`config.mk`:
```
export PLATFORM = sky130hd
export DESIGN_NAME = i2c_bus_monitor
export DESIGN_NICKNAME = d
export VERILOG_FILES = /design/src/rtl/i2cmon_pkg.sv /design/src/rtl/i2cmon_sync.sv /design/src/rtl/i2cmon_cond_detect.sv /design/src/rtl/i2cmon_ctrl_busy.sv /design/src/rtl/i2cmon_arb.sv /design/src/rtl/i2c_bus_monitor.sv
export SDC_FILE = /design/constraint.sdc
export NUM_CORES = 1
export LEC_CHECK = 0
export CORE_AREA = 5 5 42 44
export CTS_BUF_LIST = sky130_fd_sc_hd__clkbuf_2 sky130_fd_sc_hd__clkbuf_4 sky130_fd_sc_hd__clkbuf_8
export DETAILED_ROUTE_END_ITERATION = 12
export DIE_AREA = 0 0 47 49
export GPL_TIMING_DRIVEN = 0
export HOLD_SLACK_MARGIN = 0.06
export PLACE_DENSITY = 0.64
export SLEW_MARGIN = 30
export SYNTH_ARGS = -nofsm -noshare
export SYNTH_HDL_FRONTEND = slang
export SYNTH_HIERARCHICAL = 1
export SYNTH_SLANG_ARGS = --single-unit
```
`constraint.sdc`:
```
create_clock -name clk -period 1.4 [get_ports clk]
set_input_delay 0.42 -clock clk [delete_from_list [all_inputs] [get_ports clk]]
set_output_delay 0.42 -clock clk [all_outputs]
set_load 0.01 [all_outputs]
```
`src/rtl/i2cmon_pkg.sv`:
```
package i2cmon_pkg;

    // control word layout on the write port
    localparam int CTRL_W        = 3;
    localparam int CTRL_EN_BIT   = 0;
    localparam int CTRL_BYTE_BIT = 1;
    localparam int CTRL_BUSY_BIT = 2;

    // number of synchronizer flops ahead of the condition detector
    localparam int SYNC_DEPTH = 2;

    typedef struct packed {
        logic en;
        logic per_byte;
    } ctrl_t;

    typedef struct packed {
        logic start;
        logic stop;
        logic scl_rise;
        logic sda;
    } bus_ev_t;

endpackage

```
`src/rtl/i2cmon_sync.sv`:
```
module i2cmon_sync #(
    parameter int STAGES = 2,
    parameter int WIDTH  = 2
) (
    input  logic             clk,
    input  logic             rst_n,
    input  logic [WIDTH-1:0] d_i,
    output logic [WIDTH-1:0] q_o
);

    // the bus idles high, so every stage resets to ones
    localparam logic [WIDTH-1:0] IDLE = {WIDTH{1'b1}};

    logic [WIDTH-1:0] chain_d [STAGES];
    logic [WIDTH-1:0] chain_q [STAGES];

    always_comb begin
        chain_d[0] = d_i;
        for (int i = 1; i < STAGES; i++) begin
            chain_d[i] = chain_q[i-1];
        end
    end

    generate
        for (genvar g = 0; g < STAGES; g++) begin : g_stage
            always_ff @(posedge clk or negedge rst_n) begin
                if (!rst_n) chain_q[g] <= IDLE;
                else        chain_q[g] <= chain_d[g];
            end
        end
    endgenerate

    assign q_o = chain_q[STAGES-1];

endmodule

```
`src/rtl/i2cmon_cond_detect.sv`:
```
module i2cmon_cond_detect
    import i2cmon_pkg::*;
(
    input  logic    clk,
    input  logic    rst_n,
    input  logic    sda_s_i,
    input  logic    scl_s_i,
    output bus_ev_t ev_o
);

    typedef struct packed {
        logic sda;
        logic scl;
    } hist_t;

    hist_t hist_d, hist_q;

    always_comb begin
        hist_d.sda = sda_s_i;
        hist_d.scl = scl_s_i;

        ev_o.sda      = sda_s_i;
        ev_o.scl_rise = scl_s_i & ~hist_q.scl;
        // SCL must be high in both the old and the new sample
        ev_o.start    = scl_s_i & hist_q.scl &  hist_q.sda & ~sda_s_i;
        ev_o.stop     = scl_s_i & hist_q.scl & ~hist_q.sda &  sda_s_i;
    end

    always_ff @(posedge clk or negedge rst_n) begin
        if (!rst_n) hist_q <= '{sda: 1'b1, scl: 1'b1};
        else        hist_q <= hist_d;
    end

endmodule

```
`src/rtl/i2cmon_ctrl_busy.sv`:
```
module i2cmon_ctrl_busy
    import i2cmon_pkg::*;
(
    input  logic              clk,
    input  logic              rst_n,
    input  logic              wr_en_i,
    input  logic [CTRL_W-1:0] wr_data_i,
    input  bus_ev_t           ev_i,
    output ctrl_t             ctrl_o,
    output logic              busy_o
);

    typedef struct packed {
        ctrl_t ctrl;
        logic  busy;
    } cb_state_t;

    cb_state_t st_d, st_q;

    always_comb begin
        st_d = st_q;

        // software first: it may change the mode and clear busy
        if (wr_en_i) begin
            st_d.ctrl.en       = wr_data_i[CTRL_EN_BIT];
            st_d.ctrl.per_byte = wr_data_i[CTRL_BYTE_BIT];
            if (!wr_data_i[CTRL_BUSY_BIT]) begin
                st_d.busy = 1'b0;
            end
        end

        // a bus event comes after the write, so it wins
        if (st_q.ctrl.en) begin
            if (ev_i.start) begin
                st_d.busy = 1'b1;
            end else if (ev_i.stop) begin
                st_d.busy = 1'b0;
            end
        end
    end

    always_ff @(posedge clk or negedge rst_n) begin
        if (!rst_n) st_q <= '0;
        else        st_q <= st_d;
    end

    assign ctrl_o = st_q.ctrl;
    assign busy_o = st_q.busy;

endmodule

```
`src/rtl/i2cmon_arb.sv`:
```
module i2cmon_arb
    import i2cmon_pkg::*;
(
    input  logic    clk,
    input  logic    rst_n,
    input  ctrl_t   ctrl_i,
    input  bus_ev_t ev_i,
    input  logic    sda_drive_i,
    input  logic    byte_end_i,
    output logic    lost_o,
    output logic    pulse_o
);

    typedef struct packed {
        logic acc;
        logic lost;
        logic pulse;
    } arb_state_t;

    arb_state_t st_d, st_q;
    logic       mismatch;
    logic       acc_next;

    always_comb begin
        st_d     = st_q;
        mismatch = ev_i.scl_rise & sda_drive_i & ~ev_i.sda;
        acc_next = st_q.acc | mismatch;

        if (!ctrl_i.en) begin
            st_d.acc = 1'b0;
        end else if (!ctrl_i.per_byte) begin
            st_d.acc = 1'b0;
            if (ev_i.scl_rise) begin
                st_d.lost = mismatch;
            end
        end else begin
            if (byte_end_i) begin
                st_d.lost = acc_next;
                st_d.acc  = 1'b0;
            end else begin
                st_d.acc  = acc_next;
            end
        end

        st_d.pulse = st_d.lost & ~st_q.lost;
    end

    always_ff @(posedge clk or negedge rst_n) begin
        if (!rst_n) st_q <= '0;
        else        st_q <= st_d;
    end

    assign lost_o  = st_q.lost;
    assign pulse_o = st_q.pulse;

endmodule

```
`src/rtl/i2c_bus_monitor.sv`:
```
module i2c_bus_monitor
    import i2cmon_pkg::*;
(
    input  logic              clk,
    input  logic              rst_n,
    input  logic              sda_i,
    input  logic              scl_i,
    input  logic              sda_drive_i,
    input  logic              byte_end_i,
    input  logic              wr_en_i,
    input  logic [CTRL_W-1:0] wr_data_i,
    output logic              busy_o,
    output logic              arb_lost_o,
    output logic              arb_pulse_o
);

    logic [1:0] line_s;
    bus_ev_t    ev;
    ctrl_t      ctrl;

    i2cmon_sync #(
        .STAGES (SYNC_DEPTH),
        .WIDTH  (2)
    ) u_sync (
        .clk   (clk),
        .rst_n (rst_n),
        .d_i   ({sda_i, scl_i}),
        .q_o   (line_s)
    );

    i2cmon_cond_detect u_detect (
        .clk     (clk),
        .rst_n   (rst_n),
        .sda_s_i (line_s[1]),
        .scl_s_i (line_s[0]),
        .ev_o    (ev)
    );

    i2cmon_ctrl_busy u_ctrl (
        .clk       (clk),
        .rst_n     (rst_n),
        .wr_en_i   (wr_en_i),
        .wr_data_i (wr_data_i),
        .ev_i      (ev),
        .ctrl_o    (ctrl),
        .busy_o    (busy_o)
    );

    i2cmon_arb u_arb (
        .clk         (clk),
        .rst_n       (rst_n),
        .ctrl_i      (ctrl),
        .ev_i        (ev),
        .sda_drive_i (sda_drive_i),
        .byte_end_i  (byte_end_i),
        .lost_o      (arb_lost_o),
        .pulse_o     (arb_pulse_o)
    );

endmodule

```
; Word level (Yosys, flattened, before mapping)
; Index checks and enable logic that the tools add are counted.
[word_totals]
reg_bits = 12
in_bits = 10
output_inout_bits = 3
word_cells = 35
[op_classes]
muxes = 11
bitwise = 14
[op_table]
columns = cell, count
row1 = 2-to-1 mux 1 bit, 10
row2 = bitwise AND 1 bit, 9
row3 = NOT 1 bit, 4
row4 = 2-to-1 mux 2 bit, 1
row5 = bitwise OR 1 bit, 1

; Longest topological paths before layout
; Gate-level depths: netlist of run 1.
[logic_depth]
ltp_word = 9
mapped_depth = 4
mapped_depth_nobuf = 4

; Cells and area by module
; The synthesis of run 1 kept the hierarchy.
[modules_own_cells]
columns = module, instances, cells_each, area_each_um2, seq_area_each_um2
row1 = i2cmon_arb, 1, 14, 160.2, 75.1
row2 = i2cmon_ctrl_busy, 1, 8, 117.6, 75.1
row3 = i2cmon_sync, 1, 4, 105.1, 105.1
row4 = i2cmon_cond_detect, 1, 6, 86.3, 52.6

; Least setup slack after synthesis of run 1
; OpenSTA, ideal clock, no wires.
[synth_timing]
path_kind = register -> register
startpoint = reg u_sync.chain_q, in the netlist u_sync/q_o[1]
endpoint = reg u_arb.st_q, in the netlist u_arb/lost_o
setup_ps = 134
arrival_ps = 1056
required_ps = 1266
path_slack_ps = 210
path_stages_with_launch = 5
path_buffers = 1
period_less_slack_ps = 1190
path_cell_list = dfstp_2 > buf_4 > and3b_1 > o2111ai_2 > nand3_1
[synth_rtl]
columns = item, line_no
row1 = from (decl), i2cmon_sync.sv:15  ; logic [WIDTH-1:0] chain_q [STAGES];
row2 = "from (signal, indexed assignment)", i2cmon_sync.sv:28  ; else chain_q[g] <= chain_d[g];
row3 = to (signal assigned), i2cmon_arb.sv:50  ; else st_q <= st_d;
row4 = to (decl), i2cmon_arb.sv:20  ; arb_state_t st_d, st_q;

; Worst setup path in the final report of run 1
[layout_timing]
startpoint = reg u_arb.st_q, in the netlist u_arb/lost_o
endpoint = out arb_lost_o
[layout_rtl]
columns = item, line_no
row1 = to (decl), i2c_bus_monitor.sv:13  ; output logic arb_lost_o,
; No word-level cell between the ends.

==> results of run 1 <==
## logic make-up after synthesis
kind of cell           synth area share
flip-flops                        0.656
buffers and inverters            0.0240
AO/OA/AOI/OAI                     0.120
multiplexers                     0.0480
AND/OR/NAND/NOR                   0.152
## synthesized netlist by cell type
library cell / count
nand2b_1: 2
buf_4: 1
inv_1: 1
o21ai_0: 1
a21o_1: 1
o2111ai_2: 1
a21oi_2: 1
nand4b_1: 1
nand2_1: 1
dfrtp_1: 6
mux2_2: 2
and4b_1: 2
a32o_1: 1
and3b_1: 1
nor2b_1: 2
o211a_1: 1
nand3_1: 1
dfstp_2: 6
## state kept, by name, indices dropped and copies added, names as in the netlist
| signal | count |
|---|---|
| u_arb/lost_o | 1 |
| u_arb/pulse_o | 1 |
| u_arb/st_q | 1 |
| u_ctrl/busy_o | 1 |
| u_ctrl/ctrl_o | 2 |
| u_detect/hist_q | 2 |
| u_sync/chain_d | 2 |
| u_sync/q_o | 2 |
## layout make-up
type	instances	area, um^2
Timing Repair Buffer	12	118
Inverter	1	3.75
Fill cell	137	758
Clock buffer	4	36.3
Buffer	1	7.51
Sequential cell	12	308
Tap cell	16	20.0
Multi-Input combinational cell	18	150
## metal layers
metal  share of wire  vias to the layer above  track usage
met4               0                        0       0.0276
met3           0.082                        0       0.0258
li1                -                      147            -
met5               0                        -            0
met2            0.56                       10        0.161
met1            0.35                      151       0.0801
## final timing paths
check                                   from  slack (ps)                 end  cells after the start
max                             u_arb/lost_o          60          arb_lost_o                      1
min                        u_sync/chain_d[1]         360       u_sync/q_o[1]                      0
max reg2reg                    u_sync/q_o[0]         100       u_arb/pulse_o                      4
min reg2reg                u_sync/chain_d[1]         360       u_sync/q_o[1]                      0
max in group asynchronous              rst_n         540  u_detect/hist_q[0]                      1
min in group asynchronous              rst_n         500       u_arb/st_q[2]                      1
## power by group through the flow
| stage | registers [mW] | clock network (mW) | logic, mW |
|---|---|---|---|
| CTS | 0.418 | 0.272 | 0.120 |
| floorplan | 0.427 | 0 | 0.0432 |
| finish | 0.417 | 0.261 | 0.118 |
| global route | 0.424 | 0.295 | 0.129 |
| detailed placement | 0.424 | 0 | 0.131 |
| global placement | 0.420 | 0 | 0.126 |
==> out/qor.txt, run 1 <==
Status -> complete, no violations
Final WS setup -> 57.1 ps
Mapped Area -> 469 um^2
H-tree levels -> 1
Setup Fix Bufs, Post-CTS -> 0
Slew @ Worst Pin -> 513 ps
Pre-antenna DRT Iters -> 3
Via count -> 308
Number of clock sinks -> 12
CTS Buf Count -> 3
Sequential share of power -> 0.524
Worst setup EP type -> output pin
Buffers on Ports -> 12
Psw -> 180 uW
Initial Utilization -> 0.335
Antenna violations before repair -> 0
Nets -> 59
Clock power share -> 0.328
Max Fclk -> 0.745 GHz
Leading post-synthesis cells by cell area -> dfstp_2 34%, dfrtp_1 32%, mux2_2 4.8%
CP Cell Sequence -> clkdlybuf4s15_1
Core footprint -> 1400 um^2
Detail Route Antenna Nets -> 0
Worst path slowest cell -> dfrtp_1
Root buffer cell -> clkbuf_4
Final cell count without fillers -> 64
Ant diodes -> 0
Count of final setup violators -> 0
CP bufs+invs -> 1
Placement Rows -> 14
Drt drc -> 0
Syn_nets -> 42
Post-synthesis sequential area ratio -> 0.656
Area Growth Syn to Fin -> 37.1%
Top delay family on crit path -> flip-flops
Deepest clock path buffer count -> 2
Clk slew on worst S/H paths -> 70 ps
Placed cell count -> 60
Hold Crit Class -> reg -> reg
Setup CP Type -> reg -> out
Tcrit/Tclk final -> 0.959
Overall Global Routing Usage -> 0.0849
Comb pwr share -> 0.148
Final hold violation count -> 0
Width of the die -> 47 um
Pwr/cell area -> 1240 nW/um^2
Worst EP arrival -> 920 ps
Routed length per instance -> 12.6 um
Minimum clock period -> 1340 ps
Switch share -> 0.226
Worst-path fanout max -> 4
Placer congestion estimate -> 0.623
Clk_lat worst skew -> 260 ps
CP max stage delay -> 410 ps
Final Core Density -> 0.459
Avg Synthesized Cell Area -> 14.7 um^2
Unrepaired setup endpoints after global routing -> no
Int Power -> 616 uW
Hold WS -> 359 ps
Cells after Synth -> 32
Yosys top cell area share -> 0.336
Vias/cell -> 4.81
DRT iter0 DRCs -> 1
Total of max-cap violations -> 0
Pleak -> 0.292 nW
Most frequent cells in the layout -> 9 x clkdlybuf4s50_1, 6 x dfrtp_1, 6 x dfstp_2
Final Total Pwr -> 796 uW
Synthesis-stage register bit count -> 12
Slew headroom -> 0.657
WL final -> 805 um
Hold_buf cts -> 0
Worst EP required -> 980 ps
Vias in the first global route -> 330
Max Slew Vio Count -> 0
Pin count of the biggest net entering global routing -> 13
Final Skew -> 4.48 ps
YS warnings -> 6
Design area -> 643 um^2
Distinct cell type count after synthesis -> 18
Dpl ws -> -87.7 ps
Post_cts resized -> 4
Die ar. -> 2300 um^2
CTS tree -> yes
Io pins -> 13
Commonest non-fill, non-tap cell in the layout -> clkdlybuf4s50_1
Dominant cell type by area after synthesis -> dfstp_2
Die H -> 49 um
Post-route setup TNS -> 0 ps
DP Area -> 609 um^2
Max IR drop VDD -> 560 uV
Startpoint Class -> flip-flop
Layout cells sized above 1 -> 0.313
GR Overflow Total -> 0
First-pass GRT wire length -> 1430 um
Power figures use the tool's default switching activity.
==> run 2: changes to the inputs <==
- CORE_AREA: 5 5 42 44 -> 3 3 40 42
- DIE_AREA: 0 0 47 49 -> 0 0 43 45
==> out/qor.txt, run 2 (synthesis results as in run 1) <==
Pwr/cell area -> 1200 nW/um^2
Max Fclk -> 0.749 GHz
Worst EP arrival -> 920 ps
H-tree levels -> 1
Setup CP Type -> reg -> out
Worst reg2reg path depth -> 4
Final Skew -> 5.36 ps
Clk_lat worst skew -> 260 ps
Final WS setup -> 64.6 ps
Hold Crit Class -> reg -> reg
Die ar. -> 1940 um^2
Slew @ Worst Pin -> 501 ps
Worst path slowest cell -> dfrtp_1
Drt drc -> 0
Minimum clock period -> 1340 ps
CTS tree -> yes
Hold WS -> 361 ps
Die H -> 45 um
Hold_buf cts -> 0
Overall Global Routing Usage -> 0.103
DPL Wire Length -> 613 um
Top delay family on crit path -> flip-flops
Core footprint -> 1280 um^2
Pleak -> 0.286 nW
Status -> complete, no violations
CTS Buf Count -> 3
Tcrit/Tclk final -> 0.954
Pre-antenna DRT Iters -> 2
Hold_sp -> u_sync/chain_d[1]
Routed length per instance -> 11.7 um
Layout cells sized above 1 -> 0.313
Initial Utilization -> 0.365
WL final -> 735 um
Placer congestion estimate -> 0.632
Hold Path Sink -> u_sync/q_o[1]
Vias in the first global route -> 336
Final Total Pwr -> 762 uW
Dpl ws -> -84.7 ps
Startpoint Class -> flip-flop
Worst EP required -> 980 ps
Buffers on Ports -> 12
GR Overflow Total -> 0
Io pins -> 13
Via count -> 311
Pin count of the biggest net entering global routing -> 13
FF-to-FF End -> u_arb/pulse_o
Clk slew on worst S/H paths -> 70 ps
Final hold violation count -> 0
Deepest clock path buffer count -> 2
FF-to-FF Start -> u_sync/q_o[0]
Vias/cell -> 4.94
Width of the die -> 43 um
Unrepaired setup endpoints after global routing -> no
DRT iter0 DRCs -> 2
Count of final setup violators -> 0
Area Growth Syn to Fin -> 35.7%
Total of max-cap violations -> 0
Most frequent cells in the layout -> 9 x clkdlybuf4s50_1, 6 x dfrtp_1, 6 x dfstp_2
First-pass GRT wire length -> 1390 um
Hold path cells -> 0
Root buffer cell -> clkbuf_4
CP max stage delay -> 410 ps
Reg2Reg Setup Slack -> 120 ps
Detail Route Antenna Nets -> 0
Max IR drop VDD -> 574 uV
Commonest non-fill, non-tap cell in the layout -> clkdlybuf4s50_1
Max Slew Vio Count -> 0
Nets -> 59
Worst setup EP type -> output pin
CP Cell Sequence -> clkdlybuf4s15_1
Placement Rows -> 13
Ant diodes -> 0
Slew headroom -> 0.665
CP bufs+invs -> 1
Antenna violations before repair -> 0
Number of clock sinks -> 12
Worst-path fanout max -> 4
run 2: how the worst max path moves through the flow:
stage	from	end	slack (ps)	cells past startpoint
floorplan	u_sync/q_o[1]	u_arb/lost_o	210	4
global placement	sda_drive_i	u_arb/lost_o	-50	4
detailed placement	sda_drive_i	u_arb/lost_o	-80	4
CTS	u_ctrl/busy_o	busy_o	30	1
global route	u_arb/lost_o	arb_lost_o	7	1
finish	u_arb/lost_o	arb_lost_o	60	1
run 2: area by class of cell:
class / instances / area, um^2
clock buffers: 4 / 30.0
inverters: 1 / 3.75
plain buffers: 1 / 7.51
multi-input cells: 18 / 150
repair buffers: 12 / 119
fillers: 116 / 648
flip-flops and latches: 12 / 308
well taps: 15 / 18.8
run 2: power breakdown:
group	internal, mW	switching, mW	leakage, nW
combinational	0.0716	0.0440	0.128
sequential	0.387	0.0292	0.140
clock	0.129	0.101	0.0184
total	0.588	0.174	0.286
run 2: metal layers:
| layer | global-route usage | routed length (um) |
|---|---|---|
| met1 | 0.0992 | 293 |
| met2 | 0.183 | 388 |
| met3 | 0.0398 | 53 |
| met4 | 0.0723 | 0 |
| met5 | 0 | 0 |
run 2: through the flow:
step	cells	utilization	setup TNS (ps)	instance area, um^2
finish	63	0.496	0	637
global route	63	0.496	0	637
CTS	63	0.495	0	636
detailed placement	59	0.473	-167	608
global placement	59	0.473	-79.4	608
floorplan	32	-	0	469
run 2: what timing repair did:
action | in CTS | in global routing
endpoints found under the setup margin | 3 | 1
gates cloned | 0 | 0
setup buffers | 0 | 0
gates resized for setup | 4 | 1
